===== config.mk =====
export PLATFORM = sky130hd
export DESIGN_NAME = trg_pwm_timer
export DESIGN_NICKNAME = d
export VERILOG_FILES = /design/src/rtl/trg_pwm_pkg.sv /design/src/rtl/trg_pwm_tick.sv /design/src/rtl/trg_pwm_infilt.sv /design/src/rtl/trg_pwm_core.sv /design/src/rtl/trg_pwm_timer.sv
export SDC_FILE = /design/constraint.sdc
export NUM_CORES = 1
export LEC_CHECK = 0
export BUFFER_PORTS_ARGS = -buffer_cell sky130_fd_sc_hd__buf_2
export CAP_MARGIN = 15
export CORE_MARGIN = 2
export CORE_UTILIZATION = 25
export DETAILED_ROUTE_END_ITERATION = 8
export PLACE_DENSITY = 0.47
export SETUP_SLACK_MARGIN = 0.5
export SYNTH_ARGS = -nofsm -noshare
export SYNTH_HDL_FRONTEND = slang
export SYNTH_HIERARCHICAL = 1
export SYNTH_SLANG_ARGS = --single-unit
export TNS_END_PERCENT = 50

===== constraint.sdc =====
create_clock -name clk -period 2.68 [get_ports clk]
set_input_delay 0.134 -clock clk [delete_from_list [all_inputs] [get_ports clk]]
set_output_delay 0.134 -clock clk [all_outputs]
set_load 0.005 [all_outputs]

===== src/rtl/trg_pwm_pkg.sv =====
package trg_pwm_pkg;
  typedef enum logic [2:0] {
    A_CTRL = 3'd0,
    A_FILT = 3'd1,
    A_PER  = 3'd2,
    A_CMPB = 3'd3,
    A_CMPC = 3'd4,
    A_CMPD = 3'd5,
    A_CNT  = 3'd6,
    A_NONE = 3'd7
  } reg_addr_e;

  typedef enum logic [1:0] {
    EDGE_OFF  = 2'd0,
    EDGE_RISE = 2'd1,
    EDGE_FALL = 2'd2,
    EDGE_BOTH = 2'd3
  } edge_e;

  typedef enum logic [1:0] {
    FCLK_SLOW = 2'd0,
    FCLK_FAST = 2'd1,
    FCLK_FULL = 2'd2,
    FCLK_CNT  = 2'd3
  } fclk_e;
endpackage


===== src/rtl/trg_pwm_tick.sv =====
module trg_pwm_tick #(
  parameter int unsigned SLOW = 32,
  parameter int unsigned FAST = 8
) (
  input  logic                  clk,
  input  logic                  rst_n,
  input  trg_pwm_pkg::fclk_e    sel,
  output logic                  tick
);
  import trg_pwm_pkg::*;
  localparam int unsigned SW = $clog2(SLOW);
  localparam int unsigned FW = $clog2(FAST);

  logic [SW-1:0] div_q, div_d;
  logic          tick_slow, tick_fast;

  always_comb div_d = div_q + 1'b1;

  always_ff @(posedge clk or negedge rst_n)
    if (!rst_n) div_q <= '0;
    else        div_q <= div_d;

  assign tick_slow = &div_q;
  assign tick_fast = &div_q[FW-1:0];

  always_comb begin
    unique case (sel)
      FCLK_SLOW: tick = tick_slow;
      FCLK_FAST: tick = tick_fast;
      default:   tick = 1'b1;
    endcase
  end

  AST_SLOW_TICK_SPACED: assert property (@(posedge clk) disable iff (!rst_n)
    tick_slow |=> !tick_slow);
endmodule


===== src/rtl/trg_pwm_infilt.sv =====
module trg_pwm_infilt #(
  parameter int unsigned STAGES = 3
) (
  input  logic clk,
  input  logic rst_n,
  input  logic pin_raw,
  input  logic tick,
  input  logic filt_en,
  output logic lvl
);
  logic              s1_q, s2_q;
  logic [STAGES-1:0] sh_q, sh_d;
  logic              f_q, f_d;

  always_ff @(posedge clk or negedge rst_n)
    if (!rst_n) begin
      s1_q <= 1'b0;
      s2_q <= 1'b0;
    end else begin
      s1_q <= pin_raw;
      s2_q <= s1_q;
    end

  always_comb begin
    sh_d = sh_q;
    f_d  = f_q;
    if (tick) begin
      sh_d = {sh_q[STAGES-2:0], s2_q};
      if (&sh_d)       f_d = 1'b1;
      else if (~|sh_d) f_d = 1'b0;
    end
  end

  always_ff @(posedge clk or negedge rst_n)
    if (!rst_n) begin
      sh_q <= '0;
      f_q  <= 1'b0;
    end else begin
      sh_q <= sh_d;
      f_q  <= f_d;
    end

  assign lvl = filt_en ? f_q : s2_q;

  AST_FILT_MOVES_ON_TICK: assert property (@(posedge clk) disable iff (!rst_n)
    !$stable(f_q) |-> $past(tick));
  AST_FILT_RISE_FROM_HIGH: assert property (@(posedge clk) disable iff (!rst_n)
    $rose(f_q) |-> $past(s2_q));
endmodule


===== src/rtl/trg_pwm_core.sv =====
module trg_pwm_core #(
  parameter int unsigned CW  = 16,
  parameter int unsigned NCH = 3
) (
  input  logic                    clk,
  input  logic                    rst_n,
  input  logic                    start,
  input  logic                    stop_mode,
  input  logic [CW-1:0]           period,
  input  logic [NCH-1:0][CW-1:0]  cmp,
  input  logic [NCH-1:0]          pol,
  output logic [CW-1:0]           cnt_o,
  output logic [NCH-1:0]          pwm_o
);
  logic [CW-1:0] cnt_q, cnt_d;
  logic          run_q, run_d;

  always_comb begin
    cnt_d = cnt_q;
    run_d = run_q;
    if (start) begin
      cnt_d = '0;
      run_d = 1'b1;
    end else if (run_q) begin
      if (cnt_q == period) begin
        if (stop_mode) run_d = 1'b0;
        else           cnt_d = '0;
      end else begin
        cnt_d = cnt_q + 1'b1;
      end
    end
  end

  always_ff @(posedge clk or negedge rst_n)
    if (!rst_n) begin
      cnt_q <= '0;
      run_q <= 1'b0;
    end else begin
      cnt_q <= cnt_d;
      run_q <= run_d;
    end

  for (genvar ch = 0; ch < NCH; ch++) begin : g_ch
    assign pwm_o[ch] = (cnt_q < cmp[ch]) ? pol[ch] : ~pol[ch];
  end

  assign cnt_o = cnt_q;

  AST_START_CLEARS: assert property (@(posedge clk) disable iff (!rst_n)
    start |=> (cnt_q == '0 && run_q));
  AST_STEP_UP: assert property (@(posedge clk) disable iff (!rst_n)
    (run_q && !start && cnt_q != period) |=> cnt_q == $past(cnt_q) + 1'b1);
  AST_WRAP_ZERO: assert property (@(posedge clk) disable iff (!rst_n)
    (run_q && !start && !stop_mode && cnt_q == period) |=> cnt_q == '0);
  AST_PARK_AT_PERIOD: assert property (@(posedge clk) disable iff (!rst_n)
    (run_q && !start && stop_mode && cnt_q == period) |=> !run_q);
  AST_IDLE_HOLDS: assert property (@(posedge clk) disable iff (!rst_n)
    (!run_q && !start) |=> $stable(cnt_q));
endmodule


===== src/rtl/trg_pwm_timer.sv =====
module trg_pwm_timer #(
  parameter int unsigned DW      = 16,
  parameter int unsigned NPIN    = 4,
  parameter int unsigned DIV_LO  = 32,
  parameter int unsigned DIV_HI  = 8,
  parameter int unsigned FSTAGES = 3
) (
  input  logic            clk,
  input  logic            rst_n,
  input  logic            reg_we,
  input  logic [2:0]      reg_addr,
  input  logic [DW-1:0]   reg_wdata,
  output logic [DW-1:0]   reg_rdata,
  input  logic [NPIN-1:0] pin_in,
  input  logic            trg_in,
  output logic [2:0]      pwm_out,
  output logic [NPIN-1:0] pin_filt
);
  import trg_pwm_pkg::*;
  localparam int unsigned NCH  = 3;
  localparam int unsigned NFLT = NPIN + 1;

  logic [NCH-1:0]          pol_q, pol_d;
  logic                    stop_q, stop_d;
  edge_e                   edge_q, edge_d;
  logic [NFLT-1:0]         fen_q, fen_d;
  fclk_e                   fsel_q, fsel_d;
  logic [DW-1:0]           per_q, per_d;
  logic [NCH-1:0][DW-1:0]  cmp_q, cmp_d;
  logic                    go_wr;
  logic                    samp_tick;
  logic [NFLT-1:0]         raw_vec, lvl_vec, en_vec;
  logic                    trg_lvl, trg_prev_q, trg_rise, trg_fall, trig_hit;
  logic [DW-1:0]           cnt;

  always_comb begin
    pol_d  = pol_q;
    stop_d = stop_q;
    edge_d = edge_q;
    fen_d  = fen_q;
    fsel_d = fsel_q;
    per_d  = per_q;
    cmp_d  = cmp_q;
    if (reg_we) begin
      unique case (reg_addr)
        A_CTRL: begin
          pol_d  = reg_wdata[NCH-1:0];
          stop_d = reg_wdata[3];
          edge_d = edge_e'(reg_wdata[5:4]);
        end
        A_FILT: begin
          fen_d  = reg_wdata[NFLT-1:0];
          fsel_d = fclk_e'(reg_wdata[6:5]);
        end
        A_PER:  per_d    = reg_wdata;
        A_CMPB: cmp_d[0] = reg_wdata;
        A_CMPC: cmp_d[1] = reg_wdata;
        A_CMPD: cmp_d[2] = reg_wdata;
        default: ;
      endcase
    end
  end

  always_ff @(posedge clk or negedge rst_n)
    if (!rst_n) begin
      pol_q  <= '0;
      stop_q <= 1'b0;
      edge_q <= EDGE_OFF;
      fen_q  <= '0;
      fsel_q <= FCLK_SLOW;
      per_q  <= '0;
      cmp_q  <= '0;
    end else begin
      pol_q  <= pol_d;
      stop_q <= stop_d;
      edge_q <= edge_d;
      fen_q  <= fen_d;
      fsel_q <= fsel_d;
      per_q  <= per_d;
      cmp_q  <= cmp_d;
    end

  assign go_wr = reg_we && (reg_addr == A_CTRL) && reg_wdata[6];

  always_comb begin
    reg_rdata = '0;
    unique case (reg_addr)
      A_CTRL: begin
        reg_rdata[NCH-1:0] = pol_q;
        reg_rdata[3]       = stop_q;
        reg_rdata[5:4]     = edge_q;
        reg_rdata[7]       = 1'b1;
      end
      A_FILT: begin
        reg_rdata[NFLT-1:0] = fen_q;
        reg_rdata[6:5]      = fsel_q;
      end
      A_PER:   reg_rdata = per_q;
      A_CMPB:  reg_rdata = cmp_q[0];
      A_CMPC:  reg_rdata = cmp_q[1];
      A_CMPD:  reg_rdata = cmp_q[2];
      A_CNT:   reg_rdata = cnt;
      default: reg_rdata = '0;
    endcase
  end

  trg_pwm_tick #(.SLOW(DIV_LO), .FAST(DIV_HI)) u_tick (
    .clk  (clk),
    .rst_n(rst_n),
    .sel  (fsel_q),
    .tick (samp_tick)
  );

  assign raw_vec = {trg_in, pin_in};
  assign en_vec  = {fen_q[NFLT-1] && (edge_q != EDGE_OFF), fen_q[NFLT-2:0]};

  for (genvar p = 0; p < NFLT; p++) begin : g_flt
    trg_pwm_infilt #(.STAGES(FSTAGES)) u_flt (
      .clk    (clk),
      .rst_n  (rst_n),
      .pin_raw(raw_vec[p]),
      .tick   (samp_tick),
      .filt_en(en_vec[p]),
      .lvl    (lvl_vec[p])
    );
  end

  assign pin_filt = lvl_vec[NPIN-1:0];
  assign trg_lvl  = lvl_vec[NFLT-1];

  always_ff @(posedge clk or negedge rst_n)
    if (!rst_n) trg_prev_q <= 1'b0;
    else        trg_prev_q <= trg_lvl;

  assign trg_rise = trg_lvl & ~trg_prev_q;
  assign trg_fall = ~trg_lvl & trg_prev_q;

  always_comb begin
    unique case (edge_q)
      EDGE_RISE: trig_hit = trg_rise;
      EDGE_FALL: trig_hit = trg_fall;
      EDGE_BOTH: trig_hit = trg_rise | trg_fall;
      default:   trig_hit = 1'b0;
    endcase
  end

  trg_pwm_core #(.CW(DW), .NCH(NCH)) u_core (
    .clk      (clk),
    .rst_n    (rst_n),
    .start    (go_wr | trig_hit),
    .stop_mode(stop_q),
    .period   (per_q),
    .cmp      (cmp_q),
    .pol      (pol_q),
    .cnt_o    (cnt),
    .pwm_o    (pwm_out)
  );

  AST_TRIG_RESTARTS: assert property (@(posedge clk) disable iff (!rst_n)
    trig_hit |=> cnt == '0);
  AST_CTRL_CONST_BIT: assert property (@(posedge clk) disable iff (!rst_n)
    (reg_addr == A_CTRL) |-> reg_rdata[7] && !reg_rdata[6]);
endmodule


Word level (Yosys, flattened, before mapping)
Cells that the tools add are included.
{"block": "totals", "regBits": 125}
{"block": "classes", "mux": 32, "reduce_logical": 31, "n_eq_ne": 17, "n_bitwise": 9, "magnitude_cmp": 3, "n_addsub": 2}
{"cell": "$mux W16", "n": 4}
{"cell": "$lt A16 B16 Y1", "n": 3}
{"cell": "$pmux W6 S7", "n": 1}
{"cell": "$pmux W8 S5", "n": 1}
{"cell": "$reduce_and A2 Y1", "n": 12}
{"cell": "$mux W1", "n": 22}
{"cell": "$reduce_and A3 Y1", "n": 6}
{"cell": "$add A16 B1 Y16 const B", "n": 1}
{"cell": "$eq A16 B16 Y1", "n": 1}
{"cell": "$reduce_or A3 Y1", "n": 5}
{"cell": "$pmux W1 S6", "n": 2}
{"cell": "$ne A2 B1 Y1 const B", "n": 5}
{"cell": "$eq A3 B3 Y1 const B", "n": 3}
{"cell": "$eq A3 B2 Y1 const B", "n": 2}
{"cell": "$add A5 B1 Y5 const B", "n": 1}
{"cell": "$not A1 Y1", "n": 5}
{"cell": "$reduce_and A5 Y1", "n": 1}
{"cell": "$eq A2 B1 Y1 const B", "n": 2}
{"cell": "$eq A2 B2 Y1 const B", "n": 2}
{"cell": "$reduce_bool A2 Y1", "n": 2}
{"cell": "$eq A3 B1 Y1 const B", "n": 1}
{"cell": "$logic_and A1 B1 Y1", "n": 3}
{"cell": "$logic_not A3 Y1", "n": 1}
{"cell": "$ne A3 B2 Y1 const B", "n": 1}
{"cell": "5 further kinds", "n": 7}

Longest topological paths before layout
Gate-level depths: netlist of the first run.
{"block": "depth", "depth_word": 10, "mapped_depth": 12}

Hierarchy
The synthesis of the first run kept the hierarchy.
{"mod": "trg_pwm_timer", "cells_per_inst": 290, "n_inst": 1, "area_each_um2": 3961.3}
{"mod": "trg_pwm_core", "cells_per_inst": 346, "n_inst": 1, "area_each_um2": 2648.8}
{"mod": "trg_pwm_infilt", "cells_per_inst": 12, "n_inst": 5, "area_each_um2": 193.9}
{"mod": "trg_pwm_tick", "cells_per_inst": 14, "n_inst": 1, "area_each_um2": 201.4}

Worst setup path after synthesis of the first run
OpenSTA, ideal clock, no wires.
{"block": "synth_path", "path_kind": "reg-to-reg", "start": "reg edge_q[0]", "end": "reg u_core.cnt_q[10] (netlist: u_core/cnt_o[10])", "setup_time_ps": 133, "period_less_slack_ps": 2368, "t_arrival_ps": 2235, "path_slack_ps": 312, "t_required_ps": 2547, "n_path_buf": 1, "stages_incl_launch_ff": 13, "path_cell_list": "dfrtp_1 > o21a_1 > mux2_2 > inv_1 > ha_1 > nand2b_1 > a31oi_1 > a21o_1 > inv_1 > clkbuf_1 > and3_1 > a41oi_1 > o31ai_1"}
{"block": "synth_between", "elab_chain_cells": 10, "elab_cells_between_ends": 16, "cone_classes": "4 x eq/ne; 3 x mux; 5 x bitwise; 4 x reduce/logical"}
{"item": "from (decl)", "line_no": "trg_pwm_timer.sv:25", "source": "edge_e edge_q, edge_d;"}
{"item": "from (signal assigned)", "line_no": "trg_pwm_timer.sv:76", "source": "edge_q <= edge_d;"}
{"item": "$reduce_bool A2 Y1 (*)", "line_no": "trg_pwm_timer.sv:115", "source": "assign en_vec = {fen_q[NFLT-1] && (edge_q != EDGE_OFF), fen_q[NFLT-2:0]};"}
{"item": "$logic_and A1 B1 Y1 (*)", "line_no": "trg_pwm_timer.sv:115"}
{"item": "net en_vec[4]", "line_no": "trg_pwm_timer.sv:32", "source": "logic [NFLT-1:0] raw_vec, lvl_vec, en_vec;"}
{"item": "$mux W1 (*)", "line_no": "trg_pwm_infilt.sv:43", "source": "assign lvl = filt_en ? f_q : s2_q;"}
{"item": "net trg_lvl", "line_no": "trg_pwm_timer.sv:33", "source": "logic trg_lvl, trg_prev_q, trg_rise, trg_fall, trig_hit;"}
{"item": "$not A1 Y1", "line_no": "trg_pwm_timer.sv:136", "source": "assign trg_fall = ~trg_lvl & trg_prev_q;"}
{"item": "$and A1 B1 Y1", "line_no": "trg_pwm_timer.sv:136"}
{"item": "$or A1 B1 Y1", "line_no": "trg_pwm_timer.sv:142", "source": "EDGE_BOTH: trig_hit = trg_rise | trg_fall;"}
{"item": "$pmux W1 S3 (*)", "line_no": "trg_pwm_timer.sv:139", "source": "unique case (edge_q)"}
{"item": "$or A1 B1 Y1 (*)", "line_no": "trg_pwm_timer.sv:150", "source": ".start (go_wr | trig_hit),"}
{"item": "$ne A3 B2 Y1 (no source line) or $reduce_bool A2 Y1 (tied branches)"}
{"item": "$reduce_and A2 Y1 (no source line)"}
{"item": "to (signal assigned)", "line_no": "trg_pwm_core.sv:39", "source": "cnt_q <= cnt_d;"}
{"item": "to (decl)", "line_no": "trg_pwm_core.sv:15", "source": "logic [CW-1:0] cnt_q, cnt_d;"}
Mark *: on every way through the listed nets, which the timed path passes. The rest lies on a longest branch.
A chain may end at the register's enable or synchronous reset.

Final worst setup path of the first run
{"block": "layout_path", "start": "reg u_core.cnt_q[5] (netlist: u_core/cnt_o[5])", "end": "out pwm_out[2]"}
{"block": "layout_between", "elab_chain_cells": 2}
{"item": "$lt A16 B16 Y1", "line_no": "trg_pwm_core.sv:44", "source": "assign pwm_o[ch] = (cnt_q < cmp[ch]) ? pol[ch] : ~pol[ch];"}
{"item": "$mux W1", "line_no": "trg_pwm_core.sv:44"}
{"item": "to (decl)", "line_no": "trg_pwm_timer.sv:16", "source": "output logic [2:0] pwm_out,"}
Every way passes these cells.

==> results of run 1 <==
## power groups by stage
stage	Clock (mW)	Combinational, mW	Sequential [mW]
global placement	0	1.70	2.69
finish	2.46	2.29	2.68
floorplan	0	1.26	2.55
detailed placement	0	1.72	2.70
global route	2.61	2.51	2.74
CTS	2.52	2.16	2.67
## kinds of logic (layout without fill, tap and decap cells)
kind of cell / Yosys count / in the layout / synth area share
muxes: 137 / 137 / 0.197
adders and majority gates: 51 / 51 / 0.0820
AOI/OAI and AO/OA: 112 / 112 / 0.106
DFF: 125 / 125 / 0.402
xor gates and xnor gates: 17 / 17 / 0.0191
buffers and inverters: 97 / 205 / 0.0609
and+or+nand+nor: 171 / 171 / 0.133
## state kept, by name, summed over array words and instances (netlist names), 3 cells and up
| name | cells |
|---|---|
| u_core/cnt_o | 16 |
| g_flt.u_flt/sh_q | 10 |
| g_flt.u_flt/s1_q | 5 |
| per_q | 16 |
| g_flt.u_flt/s2_q | 5 |
| g_flt.u_flt/f_q | 5 |
| pol_q | 3 |
| cmp_q | 48 |
| fen_q | 5 |
| u_tick/div_q | 5 |
## timing repair
item | 4_1_cts | 5_1_grt
hold buffers | 15 | 0
pin swaps | 14 | 24
cloned | 3 | 0
hold endpoints to repair | 100 | 0
endpoints found under the setup margin | 21 | 36
resized for setup | 64 | 39
buffers inserted | 12 | 11
## metal layers
metal | wire length [µm] | global-route usage | share of wire
met3 | 997 | 0.0277 | 0.045
met5 | 0 | 0 | 0
met4 | 330 | 0.0445 | 0.015
met2 | 10400 | 0.228 | 0.47
met1 | 10400 | 0.189 | 0.47
## layout by cell type (no fill, tap or decap), types with 5 or more instances in the layout
cell	n
mux2_2	83
clkbuf_16	17
a22o_1	6
buf_12	5
and3_4	6
a21oi_1	22
nand2b_1	5
o21a_1	10
mux2i_1	38
or2_2	8
dlygate4sd3_1	15
nand2_1	36
a41oi_2	6
nor4b_2	5
ha_1	41
ha_4	9
inv_1	51
xnor2_1	17
nor3_1	7
o31ai_1	8
mux2_1	5
nand3_1	12
a221oi_1	5
nand4_1	17
nor2_1	29
a31oi_1	12
nor2b_1	6
buf_4	42
mux2_4	11
nor3_2	8
dfrtp_2	11
buf_2	48
dfrtp_1	114
and4_1	5
## per-stage QoR
stage,cell area [µm²],setup slack [ns]
final,10000,0.184
after global routing,10000,0.107
after CTS,9720,0.0765
after detailed placement,8500,0.157
after global placement,8500,0.180
after floorplan,7790,0.377
## path summary, 6_finish.rpt
kind                                                    start                       endpoint  slack, ns  depth (start not counted)
worst min register to register  g_flt[4].u_flt/s1_q$_DFF_PN0_  g_flt[4].u_flt/s2_q$_DFF_PN0_       0.35                          0
worst max-delay path              u_core/cnt_o[5]$_DFFE_PN0P_                     pwm_out[2]       0.18                          8
worst min-delay path                             reg_wdata[0]           per_q[0]$_DFFE_PN0P_       0.03                          2
worst max register to register          edge_q[1]$_DFFE_PN0P_    u_core/cnt_o[0]$_DFFE_PN0P_       0.38                         11
max in group asynchronous                               rst_n          cmp_q[35]$_DFFE_PN0P_       1.69                          3
min in group asynchronous                               rst_n          cmp_q[41]$_DFFE_PN0P_       0.27                          2
## cell type report
cell class	instances	area share
Clock buffer	20	0.0457
Clock inverter	12	0.0159
Inverter	56	0.0223
Multi-Input combinational cell	488	0.463
Sequential cell	125	0.314
Tap cell	396	0.0495
Timing Repair Buffer	114	0.0855
Timing Repair inverter	3	0.00425
==> key figures, run 1 <==
Critical path
  • Cell Chain, Critical Path: buf_4 -> ha_4 -> a21oi_2 -> a2bb2oi_2 -> o311ai_4 -> a41o_1 -> nor3_2 -> buf_2
  • Crit path largest cell delay: 0.47 ns
  • Slowest-stage cell, CP: dfrtp_2
  • Bufs and invs on worst path: 2
  • Startpoint Class: flop
  • CP Capture Type: output pin
  • Critical path class: reg -> out
  • WP data arrival: 2.36 ns
  • Worst EP required: 2.55 ns
  • Top fanout value on the critical path: 5
  • Delay-heaviest family, CP: compound AO/OA/AOI/OAI gates

Floorplanning
  • Die extent in x: 180 µm
  • Row count: 64
  • Die Y: 180 µm
  • Initial Util: 0.254
  • Die area: 32,600 µm²
  • Top-Level Pins: 50
  • Core Footprint: 30,600 µm²

Finish
  • Final core occ: 0.327
  • # fillers: 3,111
  • Multi-input gate area: 4630 µm²
  • # nets final: 883
  • Register area: 3140 µm²
  • Diode count: 0
  • Share of cells above drive strength 1: 0.392
  • Area growth syn-to-layout: 28.5%
  • Layout Cells excl Fill: 1,214

Synthesis
  • Sequential-to-total area share from yosys stat: 0.402
  • Synthesized area: 7780 µm²
  • Number of synthesized flops with an enable pin: 0
  • Syn_nets: 788
  • Post-Synthesis Cells: 710
  • Synth area leaders: dfrtp_1 (40%), mux2_2 (12%), ha_1 (8.2%)
  • Yosys reg bits: 125
  • Leading area contributor after synthesis: dfrtp_1
  • Count leader, synth: dfrtp_1
  • Syn avg cell area: 11.0 µm²
  • Synth cell types: 59
  • Top FF cell, synth: dfrtp_1
  • Async S/R FF share, synth: 1.00
  • Synth warn: 6
  • Most frequent cells after synthesis: dfrtp_1 (125), mux2_2 (84), inv_1 (56), ha_1 (51), mux2i_1 (38)
  • Synth top area share: 0.402

Routing
  • Wire per inst: 18.2 µm
  • Total length of routed wires: 22.1 mm
  • DRC Markers: 0
  • Detail Route Antenna Nets: 0
  • Via density: 4.79
  • Initial drt markers: 462
  • Drt first pass iters: 5
  • Vias: 5,814

Clocking
  • Worst-path clk slew: 0.06 ns
  • Root Driver: clkbuf_16
  • CTS Buffer Depth: 2
  • H-tree depth: 4
  • Clk sink count: 125
  • Total CTS buffers: 17
  • Worst-Skew Late Latency: 0.44 ns
  • CTS tree: yes

Job
  • Maximum Capacitance Violations: 0

Pwr
  • P_sw: 2.46 mW
  • Int Power: 4.97 mW
  • Leakage: 4.40 nW
  • Pwr dens: 743 nW/µm²
  • Clk pwr share: 0.331
  • Power, Total: 7.43 mW
  • Peak VDD IR: 457 µV
  • Switching Share: 0.331
  • Reg power frac: 0.361
  • Logic pwr share: 0.308

Placed design
  • Inst Count DP: 1,141
  • Dpl hpwl: 15.0 mm
  • Input/output buffers: 49
  • GPL Wtd Cong: 0.748

Timing
  • RSZ-0062 raised after global routing: yes
  • Setup tns final: 0 ns
  • Period minus WS final: 2.50 ns
  • Final worst-path cycle share: 0.931
  • Top achievable clock speed: 401 MHz
  • Worst Skew: 0.0116 ns
  • Slew Limit Fails: 0
  • Fin. Hold Viols: 0
  • Headroom to the max-slew limit: 0.219
  • Final setup vio count: 0
  • Hold slack: 0.0264 ns
  • Worst-Margin Slew: 1.17 ns

Global routing
  • Number of global-route vias before repair: 6,034
  • Tot GR Track Use: 0.141
  • First-pass GRT wire length: 35.6 mm
  • Largest net degree at the start of global routing: 67
  • Grt ovf: 0
  • Initial antenna violation count: 0

Min path
  • Worst hold path class: in -> reg

Outcome
  • Status: complete, no violations
Power figures use the tool's default switching activity.
==> run 2: changes to the inputs <==
--- a/config.mk
+++ b/config.mk
@@ -7,9 +7,10 @@
 export LEC_CHECK = 0
 export BUFFER_PORTS_ARGS = -buffer_cell sky130_fd_sc_hd__buf_2
 export CAP_MARGIN = 15
-export CORE_MARGIN = 2
+export CORE_MARGIN = 10
 export CORE_UTILIZATION = 25
 export DETAILED_ROUTE_END_ITERATION = 8
+export MAX_ROUTING_LAYER = met4
 export PLACE_DENSITY = 0.47
 export SETUP_SLACK_MARGIN = 0.5
 export SYNTH_ARGS = -nofsm -noshare
==> run 2 against run 1 <==
  * Clock power fell by 9.3%
  * Hold slack improved by 0.0014 ns
  * Register-to-register slack got worse by 0.07 ns
  * Total power fell by 5.0%
  * Setup slack got worse by 0.060 ns
  * Fmax fell by 2.4%
  * Sequential power barely moved
  * Sequential cell count did not move
  * Critical path depth did not move
  * Sequential share of layout area rose by 0.69 points
  * Clock skew fell by 0.0036 ns
==> key figures, run 2 (same netlist as run 1, synthesis figures left out) <==
Floorplanning
  • Row count: 64
  • Initial Util: 0.254
  • Top-Level Pins: 50
  • Die extent in x: 196 µm
  • Die area: 38,600 µm²
  • Die Y: 196 µm
  • Core Footprint: 30,700 µm²

Finish
  • Most common cell after layout, fill and taps aside: dfrtp_1
  • Area growth syn-to-layout: 25.7%
  • Finished layout cell area: 9780 µm²
  • # nets final: 881
  • Max reg flops: 48
  • Diode count: 0
  • Share of cells above drive strength 1: 0.371
  • Commonest non-fill, non-tap cells in the layout: dfrtp_1 (115), mux2_2 (83), inv_1 (52)
  • Largest Register: cmp_q

Timing
  • Headroom to the max-slew limit: 0.252
  • Final worst-path cycle share: 0.954
  • Hold slack: 0.0278 ns
  • Final Worst Setup Slack: 0.124 ns
  • RSZ-0062 raised after global routing: yes
  • Worst Skew: 0.00804 ns
  • Fin. Hold Viols: 0
  • Final setup vio count: 0
  • Slew Limit Fails: 0
  • Setup tns final: 0 ns
  • Worst-Margin Slew: 1.12 ns
  • Period minus WS final: 2.56 ns
  • Top achievable clock speed: 391 MHz

Routing
  • Via density: 4.79
  • DRC Markers: 0
  • Detail Route Antenna Nets: 0
  • Initial drt markers: 336
  • Total length of routed wires: 22.3 mm
  • Vias: 5,806
  • Wire per inst: 18.4 µm
  • Drt first pass iters: 5

Global routing
  • Grt ovf: 0
  • Number of global-route vias before repair: 6,076
  • Initial antenna violation count: 0
  • First-pass GRT wire length: 35.2 mm
  • Largest net degree at the start of global routing: 56
  • Tot GR Track Use: 0.120

Pwr
  • Switching Share: 0.335
  • Int Power: 4.69 mW
  • Reg power frac: 0.380
  • Pwr dens: 721 nW/µm²
  • Peak VDD IR: 482 µV
  • Power, Total: 7.05 mW
  • Clk pwr share: 0.316
  • P_sw: 2.36 mW
  • Leakage: 4.33 nW
  • Logic pwr share: 0.304

Critical path
  • Critical path class: reg -> out
  • Slowest-stage cell, CP: dfrtp_2
  • Crit path largest cell delay: 0.46 ns
  • Startpoint Class: flop
  • Top fanout value on the critical path: 5
  • Cell Chain, Critical Path: ha_1 -> a21oi_1 -> a2bb2oi_2 -> o311ai_4 -> buf_6 -> a41o_1 -> nor3_2 -> buf_2
  • Delay-heaviest family, CP: compound AO/OA/AOI/OAI gates
  • Bufs and invs on worst path: 2
  • CP Capture Type: output pin
  • WP data arrival: 2.42 ns
  • Worst EP required: 2.55 ns

Job
  • Maximum Capacitance Violations: 0

Clocking
  • Root Driver: clkbuf_16
  • CTS tree: yes
  • Worst-Skew Late Latency: 0.43 ns
  • Total CTS buffers: 17
  • Worst-path clk slew: 0.06 ns
  • CTS Buffer Depth: 2
  • Clk sink count: 125
  • H-tree depth: 4

Placed design
  • GPL Wtd Cong: 0.796
  • Cell Area, Placed: 8510 µm²
  • Dpl hpwl: 15.4 mm
  • Input/output buffers: 49
  • Setup WS pre-CTS: 0.0815 ns

Min path
  • Worst hold path class: in -> reg

Outcome
  • Status: complete, no violations
## run 2: timing repair
action                                  in CTS  in global routing
setup buffers                               11                  7
gates cloned                                 3                  1
pin swaps                                    5                 14
endpoints found under the setup margin      19                 37
resized for setup                           45                 42
hold buffers                                15                  0
endpoints found under the hold margin       79                  0
## run 2: cell type report
| cell class | count | area [µm²] |
|---|---|---|
| Fill cell | 3127 | 20900 |
| Multi-Input combinational cell | 488 | 4490 |
| Sequential cell | 125 | 3140 |
| Timing Repair Buffer | 113 | 851 |
| Tap cell | 396 | 495 |
| Clock buffer | 20 | 447 |
| Inverter | 56 | 218 |
| Clock inverter | 12 | 116 |
| Timing Repair inverter | 2 | 20.0 |
## run 2: per-layer routing
| layer | share of wire | vias up | track usage |
|---|---|---|---|
| li1 | - | 2795 | - |
| met1 | 0.48 | 2888 | 0.154 |
| met2 | 0.47 | 108 | 0.183 |
| met3 | 0.039 | 15 | 0.0289 |
| met4 | 0.0085 | 0 | 0.0337 |
| met5 | 0 | - | - |
## run 2: final timing paths
path	end	start	slack, ns	cells after the start
min in group asynchronous	cmp_q[8]$_DFFE_PN0P_	rst_n	0.19	2
worst min register to register	g_flt[2].u_flt/s2_q$_DFF_PN0_	g_flt[2].u_flt/s1_q$_DFF_PN0_	0.35	0
worst max register to register	u_core/cnt_o[1]$_DFFE_PN0P_	edge_q[0]$_DFFE_PN0P_	0.31	12
max in group asynchronous	cmp_q[35]$_DFFE_PN0P_	rst_n	1.68	3
worst min-delay path	cmp_q[0]$_DFFE_PN0P_	reg_wdata[0]	0.03	2
worst max-delay path	pwm_out[0]	u_core/cnt_o[5]$_DFFE_PN0P_	0.12	8
## run 2: stage by stage
stage / utilization / std cells
4_1_cts: 0.310 / 1204
6_report: 0.319 / 1212
3_5_place_dp: 0.277 / 1143
2_1_floorplan: - / 710
3_3_place_gp: 0.277 / 1143
5_1_grt: 0.319 / 1212
## run 2: power by group through the flow
stage | clock (mW) | sequential [mW] | combinational [mW]
3_3_place_gp | 0 | 2.70 | 1.70
4_1_cts | 2.28 | 2.67 | 2.01
3_5_place_dp | 0 | 2.70 | 1.72
6_report | 2.23 | 2.68 | 2.15
2_1_floorplan | 0 | 2.55 | 1.26
5_1_grt | 2.36 | 2.74 | 2.37
